### src/rtl/bwm_pkg.sv
package bwm_pkg;
    localparam int SAMPLE_W = 16;
    localparam int FRAC_W   = 14;

    // Q2.14 weights
    localparam logic [15:0] W_HALF = 16'h2000;
    localparam logic [15:0] W_MAIN = 16'h1B20;
    localparam logic [15:0] W_TAIL = 16'h0502;

    // shift positions of the set bits of W_MAIN
    localparam int SH_M0 = 12;
    localparam int SH_M1 = 11;
    localparam int SH_M2 = 9;
    localparam int SH_M3 = 8;
    localparam int SH_M4 = 5;

    // shift positions of the set bits of W_TAIL
    localparam int SH_T0 = 10;
    localparam int SH_T1 = 8;
    localparam int SH_T2 = 1;

    localparam int PIPE_DEPTH = 3;
endpackage

### src/rtl/bwm_sum2.sv
module bwm_sum2 #(
    parameter int W  = 30,
    parameter int SA = 0,
    parameter int SB = 0
) (
    input  logic                clk,
    input  logic                rst,
    input  logic                en,
    input  logic signed [W-1:0] a,
    input  logic signed [W-1:0] b,
    output logic signed [W-1:0] q
);
    // one adder level: registered sum of two shifted operands
    always_ff @(posedge clk) begin
        if (rst) begin
            q <= '0;
        end else if (en) begin
            q <= (a <<< SA) + (b <<< SB);
        end
    end
endmodule

### src/rtl/bwm_tap_delay.sv
module bwm_tap_delay #(
    parameter int W     = 16,
    parameter int DEPTH = 3
) (
    input  logic                      clk,
    input  logic                      rst,
    input  logic [DEPTH-1:0]          en,
    input  logic [W-1:0]              d,
    output logic [DEPTH-1:0][W-1:0]   taps
);
    logic [W-1:0] st [DEPTH];

    for (genvar k = 0; k < DEPTH; k++) begin : g_tap
        if (k == 0) begin : g_first
            always_ff @(posedge clk) begin
                if (rst)        st[k] <= '0;
                else if (en[k]) st[k] <= d;
            end
        end else begin : g_next
            always_ff @(posedge clk) begin
                if (rst)        st[k] <= '0;
                else if (en[k]) st[k] <= st[k-1];
            end
        end
        assign taps[k] = st[k];
    end
endmodule

### src/rtl/bwm_valid_pipe.sv
module bwm_valid_pipe #(
    parameter int DEPTH = 3
) (
    input  logic             clk,
    input  logic             rst,
    input  logic             vin,
    output logic [DEPTH:0]   vstage
);
    assign vstage[0] = vin;

    for (genvar k = 1; k <= DEPTH; k++) begin : g_v
        always_ff @(posedge clk) begin
            if (rst) vstage[k] <= 1'b0;
            else     vstage[k] <= vstage[k-1];
        end
    end


    reset_clears_chk: assert property (@(posedge clk) rst |=> (vstage[DEPTH] == 1'b0))
        else $error("valid not cleared by reset");
endmodule

### src/rtl/blackman_coef_mul.sv
module blackman_coef_mul #(
    parameter int DATA_W = bwm_pkg::SAMPLE_W
) (
    input  logic                     clk,
    input  logic                     rst,
    input  logic                     smp_valid,
    input  logic signed [DATA_W-1:0] smp_data,
    output logic                     out_valid,
    output logic signed [DATA_W-1:0] prod_half,
    output logic signed [DATA_W-1:0] prod_main,
    output logic signed [DATA_W-1:0] prod_tail
);
    import bwm_pkg::*;

    localparam int ACC_W = DATA_W + FRAC_W;
    localparam int DEPTH = PIPE_DEPTH;

    logic [DEPTH:0] vs;

    bwm_valid_pipe #(.DEPTH(DEPTH)) u_vpipe (
        .clk(clk), .rst(rst), .vin(smp_valid), .vstage(vs)
    );

    // delayed sample copies for the late shift terms and the 0.5 term
    logic [DEPTH-1:0][DATA_W-1:0] samp;

    bwm_tap_delay #(.W(DATA_W), .DEPTH(DEPTH)) u_samp (
        .clk(clk), .rst(rst), .en(vs[DEPTH-1:0]), .d(smp_data), .taps(samp)
    );

    function automatic logic signed [ACC_W-1:0] widen(input logic [DATA_W-1:0] v);
        return ACC_W'($signed(v));
    endfunction

    logic signed [ACC_W-1:0] x0, x1, x2, zero_w;
    assign x0     = widen(smp_data);
    assign x1     = widen(samp[0]);
    assign x2     = widen(samp[1]);
    assign zero_w = '0;

    // stage 1: three parallel pair sums
    logic signed [ACC_W-1:0] m_hi, m_mid, t_pair;

    bwm_sum2 #(.W(ACC_W), .SA(SH_M0), .SB(SH_M1)) u_m_hi (
        .clk(clk), .rst(rst), .en(vs[0]), .a(x0), .b(x0), .q(m_hi));
    bwm_sum2 #(.W(ACC_W), .SA(SH_M2), .SB(SH_M3)) u_m_mid (
        .clk(clk), .rst(rst), .en(vs[0]), .a(x0), .b(x0), .q(m_mid));
    bwm_sum2 #(.W(ACC_W), .SA(SH_T0), .SB(SH_T1)) u_t_pair (
        .clk(clk), .rst(rst), .en(vs[0]), .a(x0), .b(x0), .q(t_pair));

    // stage 2: join main halves, finish tail
    logic signed [ACC_W-1:0] m_sum, t_fin;

    bwm_sum2 #(.W(ACC_W), .SA(0), .SB(0)) u_m_sum (
        .clk(clk), .rst(rst), .en(vs[1]), .a(m_hi), .b(m_mid), .q(m_sum));
    bwm_sum2 #(.W(ACC_W), .SA(0), .SB(SH_T2)) u_t_fin (
        .clk(clk), .rst(rst), .en(vs[1]), .a(t_pair), .b(x1), .q(t_fin));

    // stage 3: last main term; tail only re-registered (no adder)
    logic signed [ACC_W-1:0] m_fin, t_out;

    bwm_sum2 #(.W(ACC_W), .SA(0), .SB(SH_M4)) u_m_fin (
        .clk(clk), .rst(rst), .en(vs[2]), .a(m_sum), .b(x2), .q(m_fin));
    bwm_sum2 #(.W(ACC_W), .SA(0), .SB(0)) u_t_out (
        .clk(clk), .rst(rst), .en(vs[2]), .a(t_fin), .b(zero_w), .q(t_out));

    assign out_valid = vs[DEPTH];
    assign prod_main = m_fin[FRAC_W +: DATA_W];
    assign prod_tail = t_out[FRAC_W +: DATA_W];
    assign prod_half = $signed(samp[DEPTH-1]) >>> 1;

    // cycles since reset, saturating, so history checks never look before reset
    logic [1:0] age;
    always_ff @(posedge clk) begin
        if (rst)           age <= '0;
        else if (age != 2'd3) age <= age + 2'd1;
    end


    latency_match_chk: assert property (@(posedge clk) disable iff (rst)
        (age == 2'd3) |-> (out_valid == $past(smp_valid, 3)))
        else $error("valid latency mismatch");


    idle_hold_chk: assert property (@(posedge clk) disable iff (rst)
        (age != 2'd0 && !out_valid) |->
            ($stable(prod_half) && $stable(prod_main) && $stable(prod_tail)))
        else $error("products moved while idle");


    half_value_chk: assert property (@(posedge clk) disable iff (rst)
        (age == 2'd3 && out_valid) |->
            (prod_half == DATA_W'((32'($signed($past(smp_data, 3))) * 32'sd8192) >>> 14)))
        else $error("half product wrong");


    tail_value_chk: assert property (@(posedge clk) disable iff (rst)
        (age == 2'd3 && out_valid) |->
            (prod_tail == DATA_W'((32'($signed($past(smp_data, 3))) * 32'sd1282) >>> 14)))
        else $error("tail product wrong");


    main_value_chk: assert property (@(posedge clk) disable iff (rst)
        (age == 2'd3 && out_valid) |->
            (prod_main == DATA_W'((32'($signed($past(smp_data, 3))) * 32'sd6944) >>> 14)))
        else $error("main product wrong");
endmodule

### config.mk
export PLATFORM = sky130hd
export DESIGN_NAME = blackman_coef_mul
export DESIGN_NICKNAME = d
export VERILOG_FILES = /design/src/rtl/bwm_pkg.sv /design/src/rtl/bwm_sum2.sv /design/src/rtl/bwm_tap_delay.sv /design/src/rtl/bwm_valid_pipe.sv /design/src/rtl/blackman_coef_mul.sv
export SDC_FILE = /design/constraint.sdc
export NUM_CORES = 1
export LEC_CHECK = 0
export CAP_MARGIN = 40
export CORE_AREA = 3 3 142 144
export CTS_BUF_LIST = sky130_fd_sc_hd__clkbuf_2
export DETAILED_ROUTE_END_ITERATION = 8
export DIE_AREA = 0 0 145 147
export PLACE_DENSITY_LB_ADDON = 0.25
export SYNTH_ARGS = -nofsm -noshare
export SYNTH_HDL_FRONTEND = slang
export SYNTH_SLANG_ARGS = --single-unit
### constraint.sdc
create_clock -name clk -period 3.2 [get_ports clk]
set_input_delay 0.48 -clock clk [delete_from_list [all_inputs] [get_ports clk]]
set_output_delay 0.48 -clock clk [all_outputs]
set_load 0.1 [all_outputs]
After elaboration in Yosys (flattened, before gate mapping)

Memory sizes are Yosys's and may differ from the RTL's.
Cells that the tools add are included.

Bitwise operators: 3
Mux-type cells: 14
Add/sub/neg operators: 6

Operators with widths:

| operator       | count |
|---|---|
| $mux 16        | 3 |
| $add 30x17->30 | 1 |
| $add 30x21->30 | 1 |
| $add 30x30->30 | 1 |
| $add 28x27->29 | 1 |
| $add 26x24->27 | 1 |
| $add 25x24->26 | 1 |
| $mux 1         | 11 |
| $or 1x1->1     | 3 |

Output and inout bits: 49
Memories kept: 1
Bits in registers: 213
Bits of input ports: 19
Memory bits (writable): 48

Memories:

| name      | depth | width | rd ports | clocked after memory_dff | wr ports | line                | source |
|---|---|---|---|---|---|---|---|
| u_samp.st | 3     | 16    | 3        | 0                        | 3        | bwm_tap_delay.sv:11 | `logic [W-1:0] st [DEPTH];` |

Depth between registers and ports, before layout

Depth after elaboration: 4
Depth in mapped cells: 9
Gate-level depth less buffers: 9

Modules after synthesis

From an unflattened synthesis, not the netlist that was laid out.

Cells, all modules: 2,090
Area total of the unflattened synthesis: 17,937.2 µm²

By module, submodules not included:

| module                 | cells each | area an instance (µm²) | instances |
|---|---|---|---|
| bwm_sum2 (u_m_sum ...) | 349        | 2,727.6                | 2 |
| bwm_sum2 (u_t_fin)     | 330        | 2,643.8                | 1 |
| bwm_sum2 (u_m_fin)     | 285        | 2,313.5                | 1 |
| bwm_sum2 (u_m_mid)     | 248        | 2,014.4                | 1 |
| bwm_tap_delay          | 107        | 1,983.2                | 1 |
| bwm_sum2 (u_t_pair)    | 236        | 1,893.1                | 1 |
| bwm_sum2 (u_m_hi)      | 177        | 1,536.5                | 1 |
| bwm_valid_pipe         | 7          | 86.3                   | 1 |
| blackman_coef_mul      | 2          | 11.3                   | 1 |

Worst setup path after synthesis

OpenSTA, ideal clock, no wires.

Path kind: in2reg
Start point: in smp_data[0]
End point: reg u_m_hi.q[20]
Buffers on the path: 0
Cell stages on the path: 9
Path slack: 0.776 ns
Library setup time: 0.117 ns
Arrival time: 2.307 ns
Cells stage by stage: ha_1 > fa_1 > a21o_1 > a21oi_2 > o21bai_2 > a2111oi_4 > nor3_1 > xor2_1 > a22o_1

Word-level cells in the longest chain between the ends: 1

Ends and longest elaborated chain:

| what                   | line                   | source |
|---|---|---|
| start: declaration     | blackman_coef_mul.sv:7 | `input logic signed [DATA_W-1:0] smp_data,` |
| $add 28x27->29         | bwm_sum2.sv:18         | `q <= (a <<< SA) + (b <<< SB);` |
| end signal: assignment | bwm_sum2.sv:18         |  |
| end: declaration       | bwm_sum2.sv:11         | `output logic signed [W-1:0] q` |

Every way passes these cells.
A chain may end at the register's enable or synchronous reset.

==> qor.txt <==
DRT iter0 DRCs: 393
Post-DRT Antenna Nets: 0
post-synthesis cell type count: 76
core region area: 0.0188 mm²
RD Place Congestion: 0.903
clk_skew: 0.0249 ns
synth warn: 0
Max Freq: 0.383 GHz
vias in the first global route: 7051
Clock Power Share: 26.0%
FF-to-FF End: u_t_fin.q[29]$_SDFFE_PP0P_
port buffer count: 67
sequential share of power: 48.4%
clock root cell: clkbuf_2
Synth area leaders: dfxtp_1 (24%), edfxtp_1 (15%), ha_1 (12%)
Synthesized Nets: 1058
Post-CTS Hold Buffers: 0
total number of vias: 7215
post-CTS sizing: 0
Max Slew Vio Count: 0
row count: 50
slew margin rel.: 51.2%
drt first pass iters: 5
Worst-path clk slew: 0.21 ns
Fin. Hold Viols: 0
Yosys top cell by area: dfxtp_1
worst reg2reg path depth: 8
initial antenna violation count: 1
mapped cell area: 0.00911 mm²
Clock Sinks: 153
nets: 1135
Crit path required time: 3.89 ns
Hold Crit Class: in2reg
largest net degree at the start of global routing: 36
Ports: 68
slew at the pin with the worst max-slew slack: 0.729 ns
VDD IR max: 0.254 mV
CP arrival: 3.31 ns
Cells after Synth: 952
number of post-CTS setup repair buffers: 0
TritonCTS Buffers: 17
drt via density: 5.54
wire length per cell: 15.7 µm
max_cap viols: 0
die area: 0.0213 mm²
Routed Wire Length: 20400 µm
Logic pwr share: 25.7%
share of layout cells above drive strength 1: 12.0%
synthesis-to-finish area growth: 15.4%
die height: 147 µm
ys async rst share: 0%
Int Power: 3.10 mW
fin cells: 1303
Seq/Total Area, Yosys: 38.6%
critical path fanouts, max: 12
Setup crit start kind: flop
Worst-Skew Late Latency: 0.75 ns
Placed Cells: 1270
Yosys reg bits: 153
switch share: 32.3%
global-route wire length before repair: 34700 µm
DP HPWL: 16100 µm
Hold Path Cell Cnt: 3
PwrDens: 435 mW/mm²
Hold EP: u_m_sum.q[11]$_SDFFE_PP0P_
share of the synthesized area in the top cell type: 23.7%
CTS tree: done
RSZ-0062 raised after global routing: no
status: finished clean
kind of critical path: reg2reg
setup TNS: 0 ns
Clock Tree Buf Depth: 2
grt ovf: 0
flop2flop setup slack: 0.59 ns
total track usage: 19.5%
Leak Pwr: 4.68 nW
residual DRC count: 0
fin crit share: 81.6%
number of synthesized flops with an enable pin: 45
syn avg cell area: 9.57 µm²
Initial Util: 48.4%
fill count: 1677
crit path time final: 2.61 ns
H-Tree Depth: 4
Critical Path Sink Type: flop
DIE WIDTH: 145 µm
Worst R2R Start: u_samp.st[0][15]$_SDFFCE_PN0P_
predominant post-synthesis flop cell: dfxtp_1
Worst Hold Launch: rst
switching pwr: 1.48 mW
final setup fails: 0
## power by group through the flow
stage | combinational (mW) | clock [mW] | sequential [mW]
floorplan | 0.827 | 0 | 2.29
global placement | 1.12 | 0 | 2.25
detailed placement | 1.17 | 0 | 2.25
CTS | 1.17 | 1.20 | 2.21
global route | 1.30 | 1.29 | 2.23
finish | 1.17 | 1.19 | 2.21
## worst max-delay path, cell delays in order, from the launching register on
cell and delay (ns):
edfxtp_1 0.65, ha_1 0.45, o21a_1 0.21, o21ai_1 0.16, o21bai_1 0.14, a2bb2oi_4 0.30, nand2b_4 0.09, a311oi_2 0.43
a21o_1 0.12
## synth_stat cells (all sizes together) (9+ instances only)
library cell	count
clkbuf	21
nor3	18
and3	37
edfxtp	45
mux2i	41
a21o	36
xor2	25
a22o	25
a21oi	67
nand2b	9
nor2	82
ha	84
o21ai	56
nand4	11
nand3	13
dfxtp	108
xnor2	30
o21a	10
buf	26
nand2	59
and2	18
a211oi	12
inv	27
o21bai	12
a31oi	9
## kinds of logic (layout without fill, tap and decap cells)
group	after synthesis	count (layout)	share of synthesized area, %
flip-flops	153	153	38.6
multiplexers	41	41	4.50
XOR/XNOR	55	55	5.29
buffers and inverters	74	164	3.76
adder cells (fa/ha/maj)	87	87	12.2
AO/OA/AOI/OAI	274	274	21.3
AND/OR/NAND/NOR	268	268	14.5
other	0	1	0
## worst max-delay path by stage
stage | startpoint | cells past startpoint | slack, ns | end
floorplan | smp_data[0] | 9 | 0.78 | u_m_hi.q[20]$_SDFFE_PP0P_
global placement | smp_data[0] | 10 | 0.19 | u_m_hi.q[20]$_SDFFE_PP0P_
detailed placement | smp_data[0] | 10 | 0.16 | u_m_hi.q[20]$_SDFFE_PP0P_
CTS | u_samp.st[0][15]$_SDFFCE_PN0P_ | 8 | 0.62 | u_t_fin.q[28]$_SDFFE_PP0P_
global route | u_samp.st[0][15]$_SDFFCE_PN0P_ | 8 | 0.45 | u_t_fin.q[28]$_SDFFE_PP0P_
finish | u_samp.st[0][15]$_SDFFCE_PN0P_ | 8 | 0.59 | u_t_fin.q[29]$_SDFFE_PP0P_
## layout by cell type, fill, tap and decap left out, drive strengths merged, types with 4 or more instances in the layout
cell type      Yosys  routed
o21bai            12      12
clkinvlp           0       4
and2              18      18
nand3             13      13
o22ai              4       4
a211o              5       5
a311oi             4       4
a211oi            12      12
a31oi              9       9
nor3              18      18
clkdlybuf4s50      0      39
a21o              36      36
edfxtp            45      45
nand2             59      59
bufinv             0       4
o211ai             4       4
ha                84      84
dfxtp            108     108
nand2b             9       9
nor2              82      82
xnor2             30      30
xor2              25      25
o31ai              8       8
o21ai             56      56
buf               26      66
mux2i             41      41
nor2b              6       6
clkinv             0       5
o21a              10      10
and3              37      37
nand4             11      11
a22o              25      25
clkbuf            21      19
inv               27      27
a21oi             67      67
## registers in the layout, summed over array words and instances, names as in the netlist
register and cells:
u_t_pair.q 17, u_vpipe.vstage 3, u_samp.st 45, u_m_sum.q 22
u_t_out.q 16, u_t_fin.q 16, u_m_fin.q 16, u_m_hi.q 18
## metrics by stage
stage	instance area [µm²]	power [mW]	util, %	hold slack, ns	setup WS, ns
CTS	10500	4.59	55.9	0.226	0.622
detailed placement	10200	3.42	54.4	0.436	0.160
global placement	9920	3.37	52.7	0.438	0.195
finish	10500	4.57	55.9	0.269	0.588
global route	10500	4.81	55.9	0.215	0.453
floorplan	9110	3.11	-	0.422	0.776
## routing by layer
| metal | wire (µm) | GRT usage (%) |
|---|---|---|
| met1 | 10000 | 26.7 |
| met2 | 9240 | 31.8 |
| met3 | 795 | 3.52 |
| met4 | 365 | 5.94 |
| met5 | 0 | 0 |
## layout make-up
class                      count  area, µm²  share of cell area (%)
tap                          260        325                    3.09
antenna                        1       2.50                  0.0238
timing repair buffer         105       1050                    9.97
inverter                      27        101                   0.963
clock buffer                  19       95.1                   0.904
multi-input combinational    725       5260                    50.0
clock inverter                13        178                    1.69
sequential                   153       3510                    33.4
No activity file was read; power rests on OpenSTA's default activity.
